[config.mk]
export PLATFORM = sky130hd
export DESIGN_NAME = tuner_ctl_i2c
export DESIGN_NICKNAME = d
export VERILOG_FILES = /design/src/rtl/tcs_i2c_pkg.sv /design/src/rtl/tcs_pin_filter.sv /design/src/rtl/tcs_bus_events.sv /design/src/rtl/tcs_reg_file.sv /design/src/rtl/tcs_proto_fsm.sv /design/src/rtl/tuner_ctl_i2c.sv
export SDC_FILE = /design/constraint.sdc
export NUM_CORES = 1
export LEC_CHECK = 0
export ABC_AREA = 1
export BUFFER_PORTS_ARGS = -buffer_cell sky130_fd_sc_hd__buf_2
export CORE_ASPECT_RATIO = 0.5
export CORE_MARGIN = 2
export CORE_UTILIZATION = 40
export CTS_CLUSTER_DIAMETER = 120
export DETAILED_ROUTE_END_ITERATION = 10
export PLACE_DENSITY_LB_ADDON = 0.25
export SLEW_MARGIN = 20
export SYNTH_ARGS = -nofsm -noshare
export SYNTH_HDL_FRONTEND = slang
export SYNTH_SLANG_ARGS = --single-unit
[constraint.sdc]
create_clock -name clk -period 1.9 [get_ports clk]
set_input_delay 0.285 -clock clk [delete_from_list [all_inputs] [get_ports clk]]
set_output_delay 0.285 -clock clk [all_outputs]
set_load 0.01 [all_outputs]
[src/rtl/tcs_i2c_pkg.sv]
package tcs_i2c_pkg;

    localparam int BYTE_W = 8;

    typedef enum logic [3:0] {
        ST_IDLE,
        ST_ADDR,
        ST_ADDR_ACK,
        ST_SUB,
        ST_SUB_ACK,
        ST_WDATA,
        ST_WDATA_ACK,
        ST_RDATA,
        ST_RD_ACK,
        ST_IGNORE
    } bus_state_e;

    typedef struct packed {
        logic scl;
        logic sda;
        logic scl_rise;
        logic scl_fall;
        logic start;
        logic stop;
    } bus_ev_t;

endpackage

[src/rtl/tcs_pin_filter.sv]
// Synchroniser followed by a majority-free agreement filter: the output
// follows the input only after FILT_LEN consecutive equal samples.
module tcs_pin_filter #(
    parameter int SYNC_STAGES = 2,
    parameter int FILT_LEN    = 3
) (
    input  logic clk,
    input  logic rst_n,
    input  logic pin_in,
    output logic pin_out
);

    logic [SYNC_STAGES-1:0] sync_q;
    logic [FILT_LEN-1:0]    hist_q;
    logic                   out_q;

    always_ff @(posedge clk or negedge rst_n) begin
        if (!rst_n) begin
            sync_q <= '1;
            hist_q <= '1;
            out_q  <= 1'b1;
        end else begin
            sync_q <= {sync_q[SYNC_STAGES-2:0], pin_in};
            hist_q <= {hist_q[FILT_LEN-2:0], sync_q[SYNC_STAGES-1]};
            if (&hist_q) begin
                out_q <= 1'b1;
            end else if (~|hist_q) begin
                out_q <= 1'b0;
            end
        end
    end

    assign pin_out = out_q;

endmodule

[src/rtl/tcs_bus_events.sv]
// Turns the filtered lines into edge and START/STOP strobes.
module tcs_bus_events
    import tcs_i2c_pkg::*;
(
    input  logic    clk,
    input  logic    rst_n,
    input  logic    scl_f,
    input  logic    sda_f,
    output bus_ev_t ev
);

    logic scl_p;
    logic sda_p;

    always_ff @(posedge clk or negedge rst_n) begin
        if (!rst_n) begin
            scl_p <= 1'b1;
            sda_p <= 1'b1;
        end else begin
            scl_p <= scl_f;
            sda_p <= sda_f;
        end
    end

    always_comb begin
        ev.scl      = scl_f;
        ev.sda      = sda_f;
        ev.scl_rise = scl_f & ~scl_p;
        ev.scl_fall = ~scl_f & scl_p;
        ev.start    = scl_f & scl_p & sda_p & ~sda_f;
        ev.stop     = scl_f & scl_p & ~sda_p & sda_f;
    end

endmodule

[src/rtl/tcs_reg_file.sv]
// Control register file with a single write port and a flat read-out.
module tcs_reg_file #(
    parameter int REG_COUNT = 40,
    localparam int AW = $clog2(REG_COUNT)
) (
    input  logic                  clk,
    input  logic                  rst_n,
    input  logic                  wr_en,
    input  logic [AW-1:0]         wr_addr,
    input  logic [7:0]            wr_data,
    output logic [REG_COUNT*8-1:0] regs_flat
);

    for (genvar g = 0; g < REG_COUNT; g++) begin : g_entry
        logic [7:0] entry_q;

        always_ff @(posedge clk or negedge rst_n) begin
            if (!rst_n) begin
                entry_q <= '0;
            end else if (wr_en && (wr_addr == AW'(g))) begin
                entry_q <= wr_data;
            end
        end

        assign regs_flat[g*8 +: 8] = entry_q;
    end

endmodule

[src/rtl/tcs_proto_fsm.sv]
// Byte-level protocol engine: address match, subaddress, paged pointer,
// write commit and status read-out.
module tcs_proto_fsm
    import tcs_i2c_pkg::*;
#(
    parameter logic [5:0] TYPE_CODE = 6'b110001,
    parameter int REG_COUNT = 40,
    parameter int PAGE_SIZE = 32,
    localparam int AW = $clog2(REG_COUNT)
) (
    input  logic              clk,
    input  logic              rst_n,
    input  bus_ev_t           ev,
    input  logic              addr_strap,
    input  logic [BYTE_W-1:0] status_byte,
    output logic              wr_en,
    output logic [AW-1:0]     wr_addr,
    output logic [BYTE_W-1:0] wr_data,
    output logic              sda_pull
);

    localparam logic [BYTE_W-1:0] PAGE_LAST = BYTE_W'(PAGE_SIZE - 1);
    localparam logic [BYTE_W-1:0] PAGE_END  = BYTE_W'(PAGE_SIZE);
    localparam logic [BYTE_W-1:0] REG_LIM   = BYTE_W'(REG_COUNT);

    bus_state_e        state_q;
    bus_state_e        state_d;
    logic [3:0]        bit_cnt;
    logic [BYTE_W-1:0] shift_q;
    logic [BYTE_W-1:0] tx_q;
    logic [BYTE_W-1:0] ptr_q;
    logic              rw_q;
    logic              nack_q;

    logic rx_done;
    logic tx_done;
    logic addr_hit;

    assign rx_done  = ev.scl_fall && (bit_cnt == 4'd8);
    assign tx_done  = ev.scl_fall && (bit_cnt == 4'd7);
    assign addr_hit = (shift_q[7:1] == {TYPE_CODE, addr_strap});

    // State register
    always_ff @(posedge clk or negedge rst_n) begin
        if (!rst_n) begin
            state_q <= ST_IDLE;
        end else begin
            state_q <= state_d;
        end
    end

    // Next-state logic
    always_comb begin
        state_d = state_q;
        if (ev.stop) begin
            state_d = ST_IDLE;
        end else if (ev.start) begin
            state_d = ST_ADDR;
        end else begin
            unique case (state_q)
                ST_IDLE:      state_d = ST_IDLE;
                ST_ADDR:      if (rx_done) state_d = addr_hit ? ST_ADDR_ACK : ST_IGNORE;
                ST_ADDR_ACK:  if (ev.scl_fall) state_d = rw_q ? ST_RDATA : ST_SUB;
                ST_SUB:       if (rx_done) state_d = ST_SUB_ACK;
                ST_SUB_ACK:   if (ev.scl_fall) state_d = ST_WDATA;
                ST_WDATA:     if (rx_done) state_d = ST_WDATA_ACK;
                ST_WDATA_ACK: if (ev.scl_fall) state_d = ST_WDATA;
                ST_RDATA:     if (tx_done) state_d = ST_RD_ACK;
                ST_RD_ACK:    if (ev.scl_fall) state_d = nack_q ? ST_IGNORE : ST_RDATA;
                ST_IGNORE:    state_d = ST_IGNORE;
                default:      state_d = ST_IDLE;
            endcase
        end
    end

    // Datapath registers
    always_ff @(posedge clk or negedge rst_n) begin
        if (!rst_n) begin
            bit_cnt <= '0;
            shift_q <= '0;
            tx_q    <= '0;
            ptr_q   <= '0;
            rw_q    <= 1'b0;
            nack_q  <= 1'b0;
        end else if (ev.start || ev.stop) begin
            bit_cnt <= '0;
        end else begin
            case (state_q)
                ST_ADDR, ST_SUB, ST_WDATA: begin
                    if (ev.scl_rise) begin
                        shift_q <= {shift_q[BYTE_W-2:0], ev.sda};
                        bit_cnt <= bit_cnt + 4'd1;
                    end
                    if (rx_done && state_q == ST_ADDR) begin
                        rw_q <= shift_q[0];
                    end
                    if (rx_done && state_q == ST_SUB) begin
                        ptr_q <= shift_q;
                    end
                end
                ST_ADDR_ACK: begin
                    if (ev.scl_fall) begin
                        bit_cnt <= '0;
                        tx_q    <= status_byte;
                    end
                end
                ST_SUB_ACK: begin
                    if (ev.scl_fall) begin
                        bit_cnt <= '0;
                    end
                end
                ST_WDATA_ACK: begin
                    if (ev.scl_fall) begin
                        bit_cnt <= '0;
                        if (ptr_q < PAGE_END) begin
                            ptr_q <= (ptr_q == PAGE_LAST) ? '0 : ptr_q + 1'b1;
                        end else if (ptr_q != '1) begin
                            ptr_q <= ptr_q + 1'b1;
                        end
                    end
                end
                ST_RDATA: begin
                    if (ev.scl_fall) begin
                        tx_q    <= {tx_q[BYTE_W-2:0], 1'b0};
                        bit_cnt <= bit_cnt + 4'd1;
                    end
                end
                ST_RD_ACK: begin
                    if (ev.scl_rise) begin
                        nack_q <= ev.sda;
                    end
                    if (ev.scl_fall) begin
                        bit_cnt <= '0;
                        tx_q    <= status_byte;
                    end
                end
                default: ;
            endcase
        end
    end

    // Outputs
    always_comb begin
        sda_pull = 1'b0;
        wr_en    = 1'b0;
        unique case (state_q)
            ST_ADDR_ACK, ST_SUB_ACK: sda_pull = 1'b1;
            ST_WDATA_ACK: begin
                sda_pull = 1'b1;
                wr_en    = ev.scl_fall && (ptr_q < REG_LIM);
            end
            ST_RDATA: sda_pull = ~tx_q[BYTE_W-1];
            default:  sda_pull = 1'b0;
        endcase
    end

    assign wr_addr = ptr_q[AW-1:0];
    assign wr_data = shift_q;

endmodule

[src/rtl/tuner_ctl_i2c.sv]
module tuner_ctl_i2c
    import tcs_i2c_pkg::*;
#(
    parameter logic [5:0] TYPE_CODE   = 6'b110001,
    parameter int         REG_COUNT   = 40,
    parameter int         PAGE_SIZE   = 32,
    parameter int         SYNC_STAGES = 2,
    parameter int         FILT_LEN    = 3
) (
    input  logic                   clk,
    input  logic                   rst_n,
    input  logic                   scl_in,
    input  logic                   sda_in,
    input  logic                   addr_strap,
    input  logic                   flag_adj,
    input  logic                   flag_adj_strong,
    input  logic                   flag_mute,
    input  logic                   flag_dev,
    input  logic                   flag_dev_strong,
    input  logic                   flag_filt_on,
    input  logic                   flag_filt_narrow,
    output logic [REG_COUNT*8-1:0] ctrl_regs,
    output logic                   sda_pull
);

    localparam int AW = $clog2(REG_COUNT);

    logic [1:0]        pin_raw;
    logic [1:0]        pin_filt;
    bus_ev_t           ev;
    logic              scl_filt;
    logic              start_det;
    logic              stop_det;
    logic              wr_en;
    logic [AW-1:0]     wr_addr;
    logic [BYTE_W-1:0] wr_data;
    logic [BYTE_W-1:0] status_byte;

    assign pin_raw = {scl_in, sda_in};

    for (genvar p = 0; p < 2; p++) begin : g_pin
        tcs_pin_filter #(
            .SYNC_STAGES(SYNC_STAGES),
            .FILT_LEN   (FILT_LEN)
        ) u_filt (
            .clk    (clk),
            .rst_n  (rst_n),
            .pin_in (pin_raw[p]),
            .pin_out(pin_filt[p])
        );
    end

    tcs_bus_events u_ev (
        .clk  (clk),
        .rst_n(rst_n),
        .scl_f(pin_filt[1]),
        .sda_f(pin_filt[0]),
        .ev   (ev)
    );

    assign scl_filt  = ev.scl;
    assign start_det = ev.start;
    assign stop_det  = ev.stop;

    assign status_byte = {1'b0, flag_filt_narrow, flag_filt_on, flag_dev_strong,
                          flag_dev, flag_mute, flag_adj_strong, flag_adj};

    tcs_proto_fsm #(
        .TYPE_CODE(TYPE_CODE),
        .REG_COUNT(REG_COUNT),
        .PAGE_SIZE(PAGE_SIZE)
    ) u_fsm (
        .clk        (clk),
        .rst_n      (rst_n),
        .ev         (ev),
        .addr_strap (addr_strap),
        .status_byte(status_byte),
        .wr_en      (wr_en),
        .wr_addr    (wr_addr),
        .wr_data    (wr_data),
        .sda_pull   (sda_pull)
    );

    tcs_reg_file #(
        .REG_COUNT(REG_COUNT)
    ) u_regs (
        .clk      (clk),
        .rst_n    (rst_n),
        .wr_en    (wr_en),
        .wr_addr  (wr_addr),
        .wr_data  (wr_data),
        .regs_flat(ctrl_regs)
    );

endmodule

==> impl_metrics.tcl, run 1 <==
set metrics [dict create \
    criticalPathCategory "flop to flop" \
    synth_area_um2 14400 \
    setup-tns-final_ns -0.350 \
    synth_fa_ha_area_share_pct 0.522 \
    synth_mux_area_share_pct 0 \
    violations "setup timing" \
    r2r_start "u_fsm.state_q[3]" \
    start_util_pct 40.3 \
    yosysWarnings 0 \
    whs_endpoint "u_fsm.tx_q[0]" \
    cp_max_fo 8 \
    synth_edf_count 0 \
    grt_pass1_wl_um 65800 \
    syn_inst 1449 \
    clock_sinks 368 \
    hold_viol 0 \
    cts_made_buffers 36 \
    cp.required_ns 2.28 \
    crit_buf_inv 5 \
    core_area_um2 35700 \
    clk_latency_ns 0.52 \
    end_kind "flop" \
    fin_ws_ns -0.0478 \
    rsz0062_at_grt "yes" \
    critPathMaxStageDelay_ns 0.39 \
    r2r-end "u_regs.g_entry[30].entry_q[3]" \
    async_flop_share_pct 100 \
    place_area_um2 17100 \
    chipWidth_um 272 \
    grt_overflow 0 \
    syn_avg_cell_area_um2 9.93 \
    reg2regPathDepth 13 \
    final_max_slew_viol_count 0 \
    die_h_um 138 \
    finalPower_w 0.0197 \
    wire_per_inst_um 18.5 \
    antennaDiodeCount 0 \
    hpwlAfterDp_um 28500 \
    port_buffers 332 \
    clk_pin_slew_ns 0.07 \
    worstPathArrival_ns 2.32 \
    totalWireLength_um 43900 \
    holdWs_ns 0.0408 \
    fin_crit_ns 1.95 \
    max_freq_ghz 0.513 \
    drive_gt1_share_pct 36.2 \
    drc 0 \
    yosys-top-cells-area "dfrtp_1 62%, nand2_1 12%, o21ai_0 8.1%, o21ai_1 2.7%, dfstp_2 2.6%" \
    worst_path_max_delay_cell "dfrtp_1" \
    crit_chain "inv_2 > nand2_2 > clkinv_2 > buf_4 > nand3_4 > nor2_4 > nand2_4 > nor2_8 > buf_12 > buf_12 > nand2_8 > nand2_2 > o21ai_1" \
    ys_ff_latch 368 \
    synth_xor_area_share_pct 0.122 \
    num_vias 11700 \
    finalCritPeriodShare_pct 103 \
    first_pass_iters 5 \
    grt_max_degree 70 \
    setup_viol 20 \
    dieArea_um2 37600 \
    skew_ns 0.0142 \
    viasPerCell 4.95 \
    grt_pass1_vias 10800 \
    dominantRegCellSynth "dfrtp_1" \
    cts_tree "done" \
    num_rows 49 \
    ys_seq_area_share_pct 64.1 \
    p_leak_nw 10.0 \
    grt_use_total_pct 22.4 \
    startpoint_type "flop" \
    rrSetupSlack_ns -0.05 \
    relSlewSlack_pct 55.3 \
    cts-root-buf "clkbuf_16" \
    syn_nets 1467 \
    hp-start "flag_adj" \
    yosysTopAreaCellShare_pct 61.6 \
    yosys.area_share.simple_pct 16.9 \
    synth-compound-area-share_pct 13.5 \
    num_io_pins 333 \
    antenna_found_initial 0 \
    htree_levels 2 \
    min_path_type "input port to flop" \
    yosysTopAreaCell "dfrtp_1" \
    power_density_nw_per_um2 1020 \
    synth_top_family_by_area "simple AND/OR/NAND/NOR gates" \
    critical_path.top_delay_family "simple AND/OR/NAND/NOR gates" \
    worstHoldPathCells 3 \
    drv_cap 0 \
    fillerInstances 3215 \
    cts_max_path_buffers 3 \
    ant_nets 0 \
    stdcell_area_um2 19400 \
    drt_iter0_markers 850 \
    status "finished, violations left" \
    worst_pin_slew_ns 0.670 \
    synth.distinct_cells 34 \
    globalplace.congestion 0.874 \
    utilization_pct 54.3 \
    area_growth_syn_to_layout_pct 34.8 \
    seq_area_um2 9230 \
    multi_input_area_um2 5140 \
    fin_nets 1878 \
    ir_drop_v 0.000469 \
]
[flip-flops by register name (all words and copies together), names as in the netlist]
register	cells
u_fsm.nack_q	1
u_ev.sda_p	1
u_fsm.ptr_q	8
u_fsm.rw_q	1
u_fsm.tx_q	8
u_ev.scl_p	1
g_pin.u_filt.pin_out	2
u_regs.g_entry.entry_q	320
u_fsm.bit_cnt	4
g_pin.u_filt.sync_q	4
u_fsm.wr_data	8
u_fsm.state_q	4
g_pin.u_filt.hist_q	6
[report_power, final]
group | switching [W] | internal [W]
Sequential | 0.000309 | 0.00816
Clock | 0.00310 | 0.00426
Combinational | 0.00281 | 0.00107
Total | 0.00621 | 0.0135
[metal layers]
layer  vias up  part of all wire, %  wire [um]  GRT usage (%)
li1       5579                    -          -              -
met1      5800                   45      19900           31.7
met2       284                   48      21000           35.4
met3        75                  4.3       1870           3.79
met4         0                  2.8       1210           6.85
met5         -                    0          0              0
[layout by cell type, fill, tap and decap left out, types with 7 or more instances in the layout]
| cell | n |
|---|---|
| o21ai_0 | 204 |
| a21oi_1 | 8 |
| dfstp_2 | 14 |
| nand2_2 | 45 |
| inv_1 | 37 |
| buf_6 | 12 |
| o21ai_2 | 51 |
| nand2_8 | 22 |
| nand2_1 | 394 |
| nor2_1 | 49 |
| nand3_1 | 35 |
| buf_4 | 63 |
| clkbuf_8 | 7 |
| clkbuf_16 | 41 |
| buf_12 | 30 |
| dfrtp_1 | 353 |
| inv_2 | 12 |
| o21ai_1 | 85 |
| nand2_4 | 20 |
| buf_2 | 331 |
[how the worst max path moves through the flow]
stage / startpoint / endpoint / slack [ns] / cells after the start
final: u_fsm.state_q[3] / u_regs.g_entry[30].entry_q[3] / -0.05 / 13
after floorplan: u_ev.scl_p / u_regs.g_entry[21].entry_q[6] / 0.16 / 10
after detailed placement: u_fsm.state_q[3] / u_fsm.tx_q[3] / 0.02 / 8
after CTS: u_fsm.state_q[0] / u_fsm.ptr_q[1] / -0.07 / 13
after global routing: u_fsm.state_q[3] / u_regs.g_entry[24].entry_q[3] / -0.14 / 13
after global placement: u_ev.scl_p / u_regs.g_entry[2].entry_q[3] / 0.04 / 9
[per-stage QoR]
step,cells,worst slack [ns]
2_1_floorplan,1449,0.163
3_5_place_dp,2270,0.0172
5_1_grt,2369,-0.137
4_1_cts,2341,-0.0666
3_3_place_gp,2270,0.0369
6_report,2369,-0.0478
[cell families after synthesis]
logic type	after synthesis
fa+ha+maj	6
xor+xnor	2
buf+inv	132
compound gates	361
simple gates	580
flops	368
[layout make-up]
cell class	count	area share, %
Inverter	51	1.01
Tap cell	484	3.12
Sequential cell	368	47.6
Clock inverter	13	0.794
Clock buffer	50	5.39
Multi-Input combinational cell	958	26.5
Timing Repair Buffer	445	15.6
[cell usage after synthesis (2+ instances only)]
library cell and number:
nand2_1 449, dfrtp_1 354, o21ai_0 233, o21ai_1 78, nor2_1 55, clkbuf_1 49, inv_1 48, nand3_1 39
o21ai_2 30, buf_6 22, nand2_4 19, dfstp_2 14, buf_2 9, a21oi_1 8, ha_1 6, o31ai_1 6
nand2_2 4, nor3_1 4, nand4_1 3, inv_2 2, nand3_2 2, o211ai_1 2, xor2_1 2
[timing repair]
action	4_1_cts	5_1_grt
setup endpoints to repair	1	200
hold buffers	3	0
gates cloned	0	14
resized for setup	11	169
buffers inserted	6	14
endpoints found under the hold margin	54	0
pin swaps	2	11
[tightest hold or removal path, delay by kind of cell]
family                 cells  cell delay, ns
buffers and inverters      1            0.10
AO/OA/AOI/OAI              1            0.07
AND/OR/NAND/NOR            1            0.05
No activity file was read; power rests on OpenSTA's default activity.
==> run 2: changes to the inputs <==
--- a/config.mk
+++ b/config.mk
@@ -6,5 +6,4 @@
 export NUM_CORES = 1
 export LEC_CHECK = 0
-export ABC_AREA = 1
 export BUFFER_PORTS_ARGS = -buffer_cell sky130_fd_sc_hd__buf_2
 export CORE_ASPECT_RATIO = 0.5
@@ -12,4 +11,5 @@
 export CORE_UTILIZATION = 40
 export CTS_CLUSTER_DIAMETER = 120
+export CTS_CLUSTER_SIZE = 12
 export DETAILED_ROUTE_END_ITERATION = 10
 export PLACE_DENSITY_LB_ADDON = 0.25
==> constraint.sdc (replaced) <==
create_clock -name clk -period 1.9 [get_ports clk]
set_input_delay 0.38 -clock clk [delete_from_list [all_inputs] [get_ports clk]]
set_output_delay 0.38 -clock clk [all_outputs]
set_load 0.01 [all_outputs]
==> run 2 against run 1 <==
The run still ends with setup timing left. First-iteration DRC count is 35% lower. Hold slack improved by 0.058 ns. Synthesized cell count down 30%. Area after synthesis is 1.7% higher. Non-clock buffer count grew 4. Sequential cell count is the same. Largest cell class unchanged. Sequential power is 2% lower. Via count decreased by 15%. Global-route usage is 0.24 points higher. Combinational power is 10% lower. Clock power is 10% lower. Register-to-register slack lost 0.06 ns.
==> impl_metrics.tcl, run 2 <==
set metrics [dict create \
    drc 0 \
    dominantRegCellSynth "dfrtp_1" \
    antenna_found_initial 0 \
    dieArea_um2 38200 \
    cp_max_fo 5 \
    clk_pin_slew_ns 0.06 \
    whs_endpoint "u_fsm.tx_q[0]" \
    totalWireLength_um 43800 \
    syn_inst 1013 \
    ant_nets 0 \
    hp-start "flag_adj" \
    ys_ff_latch 368 \
    worstHoldPathCells 3 \
    fillerInstances 2972 \
    crit_chain "ha_4 > and2_1 > nor2b_4 > a41oi_1 > a221oi_2 > a21oi_1" \
    antennaDiodeCount 0 \
    layout.cells.non_filler 1943 \
    hpwlAfterDp_um 29200 \
    violations "setup timing" \
    grt_use_total_pct 22.6 \
    grt_pass1_vias 10600 \
    fin_nets 1463 \
    relSlewSlack_pct 53.7 \
    die_h_um 139 \
    num_io_pins 333 \
    num_rows 49 \
    max_freq_ghz 0.499 \
    async_flop_share_pct 100 \
    r2r_start "u_fsm.ptr_q[1]" \
    largest_register_ffs 320 \
    finalPower_w 0.0184 \
    start_util_pct 40.6 \
    grt_pass1_wl_um 66000 \
    port_buffers 332 \
    seq_area_um2 9240 \
    first_pass_iters 5 \
    worst_path_max_delay_cell "dfrtp_2" \
    rsz0062_at_grt "yes" \
    synth.distinct_cells 57 \
    yosysWarnings 0 \
    chipWidth_um 274 \
    yosys-top-cells-area "dfrtp_1 61%, mux2_2 22%, mux2_1 3.5%, dfstp_2 2.5%, nand2_1 1.7%" \
    drv_cap 0 \
    core_area_um2 36000 \
    rrSetupSlack_ns -0.10 \
    area_growth_syn_to_layout_pct 35.9 \
    worstPathArrival_ns 2.41 \
    p_leak_nw 10.9 \
    final_max_slew_viol_count 0 \
    skew_ns 0.0185 \
    cts_made_buffers 36 \
    viasPerCell 5.15 \
    drive_gt1_share_pct 63.3 \
    r2r-end "u_fsm.ptr_q[0]" \
    status "finished, violations left" \
    drt_iter0_markers 551 \
    cts_tree "done" \
    synthTopCellsByCount "354 x dfrtp_1, 284 x mux2_2, 65 x nand2_1" \
    fin_crit_ns 2.00 \
    cts-root-buf "clkbuf_16" \
    reg2regPathDepth 6 \
    clock_sinks 368 \
    cp.required_ns 2.30 \
    htree_levels 2 \
    min_path_type "input port to flop" \
    fin_ws_ns -0.105 \
    synth_edf_count 0 \
    grt_max_degree 81 \
    yosysTopAreaCellShare_pct 60.6 \
    dp_slack_ns -0.193 \
    startpoint_type "flop" \
    hold_viol 0 \
    clk_latency_ns 0.54 \
    ys_seq_area_share_pct 63.1 \
    finalCritPeriodShare_pct 106 \
    num_vias 10000 \
    synth_area_um2 14600 \
    worst_pin_slew_ns 0.694 \
    place_inst 1880 \
    cts_max_path_buffers 3 \
    critPathMaxStageDelay_ns 0.42 \
    globalplace.congestion 0.848 \
    yosysTopAreaCell "dfrtp_1" \
    mostFrequentLayoutCell "dfrtp_1" \
    ir_drop_v 0.000716 \
    syn_avg_cell_area_um2 14.4 \
    wire_per_inst_um 22.5 \
    setup_viol 146 \
    final_cell_mix "345 x dfrtp_1, 331 x buf_2, 263 x mux2_2" \
    power_density_nw_per_um2 927 \
    multi_input_area_um2 6080 \
    regMostFlops "u_regs.g_entry.entry_q" \
    end_kind "flop" \
    yosysMostFrequentCell "dfrtp_1" \
    setup-tns-final_ns -5.13 \
    syn_nets 1031 \
    criticalPathCategory "flop to flop" \
    grt_overflow 0 \
]
==> run 2: area by class of cell <==
class / count / area share [%]
clock buffers: 49 / 4.88
clock inverters: 3 / 0.239
inverters: 15 / 0.283
multi-input cells: 575 / 30.6
flip-flops and latches: 368 / 46.5
well taps: 484 / 3.05
repair buffers: 449 / 14.5
==> run 2: layer usage <==
metal  routed length [um]  part of all wire (%)  global-route usage, %  vias to the layer above
li1                     -                     -                      -                     4437
met1                18700                    43                   29.2                     5284
met2                22300                    51                   38.6                      221
met3                 1530                   3.5                   3.80                       72
met4                 1290                   3.0                   8.01                        0
met5                    0                     0                      0                        -
==> run 2: worst max path at each step <==
stage | from | endpoint | slack (ns) | depth (start not counted)
floorplan | u_fsm.state_q[3] | u_regs.g_entry[35].entry_q[0] | -0.08 | 7
global placement | u_ev.scl_p | u_fsm.ptr_q[0] | -0.16 | 7
detailed placement | u_fsm.state_q[0] | u_regs.g_entry[34].entry_q[4] | -0.19 | 6
CTS | u_fsm.state_q[0] | sda_pull | -0.11 | 6
global route | u_fsm.state_q[2] | u_fsm.state_q[0] | -0.18 | 7
finish | u_fsm.ptr_q[1] | u_fsm.ptr_q[0] | -0.10 | 6
==> run 2: report_power, final <==
part / internal [W] / total (W) / switching [W]
Clock: 0.00368 / 0.00661 / 0.00293
Sequential: 0.00811 / 0.00834 / 0.000229
Combinational: 0.00106 / 0.00347 / 0.00242
==> run 2: critical path, delay by kind of cell, from the launching register on <==
| family | cells | cell delay [ns] |
|---|---|---|
| AO/OA/AOI/OAI | 3 | 0.78 |
| AND/OR/NAND/NOR | 2 | 0.51 |
| flip-flops | 1 | 0.42 |
| adder cells (fa/ha/maj) | 1 | 0.17 |
==> run 2: timing repair <==
action | in CTS | in global routing
endpoints found under the hold margin | 28 | 0
setup endpoints to repair | 330 | 337
setup buffers | 10 | 11
hold buffers | 3 | 0
pin swaps | 10 | 28
resized for setup | 85 | 161
gates cloned | 0 | 1
==> run 2: stage by stage <==
stage / hold WS (ns) / instance area (um2) / utilization [%]
after floorplan: 0.0844 / 14700 / -
after global placement: 0.291 / 17900 / 49.8
after detailed placement: 0.299 / 17900 / 49.8
after CTS: 0.0896 / 19300 / 53.7
after global routing: 0.111 / 19900 / 55.2
final: 0.0988 / 19900 / 55.2
==> run 2: logic make-up (layout without fill, tap and decap cells) <==
family	after synthesis	after routing	share of synthesized area, %
DFF	368	368	63.1
muxes	333	333	25.6
and+or+nand+nor	165	165	5.83
buffers and inverters	70	516	1.85
AOI/OAI and AO/OA	68	68	2.96
adders and majority gates	6	6	0.513
xor gates and xnor gates	3	3	0.180
==> run 3: changes to the inputs <==
Settings changed: SKIP_LAST_GASP from default to 1.
==> run 3 against run 2 <==
The flow still finishes with violations (setup timing). Largest cell class unchanged. Sequential share of layout area about the same. Clock skew decreased by 0.0039 ns. Non-clock buffer count decreased by 6. Critical path type unchanged. Utilization increased by 0.059 points. Total power about the same. Die area unchanged.
==> impl_metrics.tcl, run 3 (synthesis gave the netlist of run 2 again) <==
set metrics [dict create \
    num_rows 49 \
    worstHoldPathCells 3 \
    worst_path_max_delay_cell "dfrtp_2" \
    startpoint_type "flop" \
    p_int_w 0.0129 \
    antenna_found_initial 0 \
    fin_ws_ns -0.105 \
    viasPerCell 5.15 \
    skew_ns 0.0146 \
    holdWs_ns 0.0986 \
    htree_levels 2 \
    grt_max_degree 81 \
    rsz0062_at_grt "yes" \
    r2r_start "u_fsm.state_q[0]" \
    finalCritPeriodShare_pct 106 \
    dieArea_um2 38200 \
    setup_viol 157 \
    max_freq_ghz 0.499 \
    globalplace.congestion 0.848 \
    p_sw_share_pct 30.2 \
    clk_pin_slew_ns 0.06 \
    hpwlAfterDp_um 29200 \
    clock_sinks 368 \
    first_pass_iters 5 \
    largest_register_ffs 320 \
    cp_max_fo 8 \
    final_cell_mix "344 x dfrtp_1, 332 x buf_2, 262 x mux2_2" \
    drt_iter0_markers 504 \
    r2r-end "u_regs.g_entry[27].entry_q[5]" \
    final_max_slew_viol_count 0 \
    regMostFlops "u_regs.g_entry.entry_q" \
    cts-root-buf "clkbuf_16" \
    critical_path.top_delay_family "simple AND/OR/NAND/NOR gates" \
    relSlewSlack_pct 54.4 \
    totalWireLength_um 43800 \
    hold_viol 0 \
    cts_tree "done" \
    end_kind "flop" \
    grt_overflow 0 \
    ir_drop_v 0.000709 \
    cp.required_ns 2.31 \
    grt_pass1_vias 10500 \
    worst_pin_slew_ns 0.684 \
    rrSetupSlack_ns -0.10 \
    criticalPathCategory "flop to flop" \
    port_buffers 332 \
    crit_buf_inv 2 \
    chipWidth_um 274 \
    min_path_type "input port to flop" \
    cts_made_buffers 36 \
    violations "setup timing" \
    drive_gt1_share_pct 63.7 \
    power.clock.fraction_pct 35.8 \
    wire_per_inst_um 22.6 \
    worstPathArrival_ns 2.42 \
    fin_crit_ns 2.00 \
    fin_nets 1457 \
    start_util_pct 40.6 \
    area_growth_syn_to_layout_pct 36.1 \
    p_leak_nw 10.9 \
    crit_chain "buf_6 > and4bb_4 > nand2_8 > nor4_4 > buf_6 > nand2_8 > mux2_4" \
    power_density_nw_per_um2 926 \
    whs_endpoint "u_fsm.tx_q[0]" \
    drv_cap 0 \
    p_comb_share_pct 18.9 \
    p_sw_w 0.00557 \
    grt_use_total_pct 22.6 \
    finalPower_w 0.0184 \
    die_h_um 139 \
    clk_latency_ns 0.54 \
    p_seq_share_pct 45.3 \
    critPathMaxStageDelay_ns 0.44 \
    ant_nets 0 \
    fillerInstances 2958 \
    grt_pass1_wl_um 65800 \
    num_vias 9975 \
    mostFrequentLayoutCell "dfrtp_1" \
    hp-start "flag_adj" \
    antennaDiodeCount 0 \
    num_io_pins 333 \
    core_area_um2 36000 \
    cts_max_path_buffers 3 \
    reg2regPathDepth 7 \
    status "finished, violations left" \
    drc 0 \
]
run 3: cell types whose count changed in the layout (fill, tap and decap cells not counted), sizes merged:
cell,delta
buf,-6
run 3: stage by stage:
stage,cells,cell area [um2],setup slack (ns),util (%),TNS (ns)
after global placement,1880,17900,-0.157,49.8,-20.33
after CTS,1945,19300,-0.115,53.7,-6.00
after detailed placement,1880,17900,-0.193,49.8,-24.73
after global routing,1937,19900,-0.174,55.3,-19.29
after floorplan,1013,14700,-0.0831,-,-3.93
final,1937,19900,-0.105,55.3,-7.33
run 3: repair_timing:
action,4_1_cts,5_1_grt
buffers inserted,10,10
cloned,0,2
hold endpoints to repair,28,0
resized for setup,78,198
hold buffers,3,0
setup endpoints to repair,330,337
pin swaps,10,33
run 3: worst max path at each step:
stage,from,cells past startpoint,endpoint
after global placement,u_ev.scl_p,7,u_fsm.ptr_q[0]
after detailed placement,u_fsm.state_q[0],6,u_regs.g_entry[34].entry_q[4]
after floorplan,u_fsm.state_q[3],7,u_regs.g_entry[35].entry_q[0]
after CTS,u_fsm.state_q[0],6,sda_pull
final,u_fsm.state_q[0],7,u_regs.g_entry[27].entry_q[5]
after global routing,u_fsm.state_q[2],6,sda_pull
run 3: area by class of cell:
class	instances	area [um2]	share of cell area [%]
Timing Repair Buffer	443	2790	14.0
Inverter	15	56.3	0.283
Tap cell	484	606	3.04
Multi-Input combinational cell	575	6200	31.1
Clock inverter	3	47.5	0.239
Clock buffer	49	971	4.88
Sequential cell	368	9240	46.4
run 3: metal layers:
metal  vias to the layer above  share of wire (%)  GRT usage [%]
met2                       242                 51           38.4
met4                         0                3.0           8.09
met5                         -                  0              0
li1                       4418                  -              -
met1                      5243                 42           29.2
met3                        72                4.2           3.80
run 3: power groups by stage:
stage	Sequential [W]	Clock (W)	Combinational, W
finish	0.00835	0.00660	0.00348
global route	0.00837	0.00714	0.00376
CTS	0.00833	0.00678	0.00328
detailed placement	0.00846	0	0.00312
global placement	0.00844	0	0.00304
floorplan	0.00845	0	0.00153
run 3: worst min-delay path, cell delays in order:
cell	delay [ns]
buf_2	0.08
nand3_1	0.05
o21ai_0	0.07
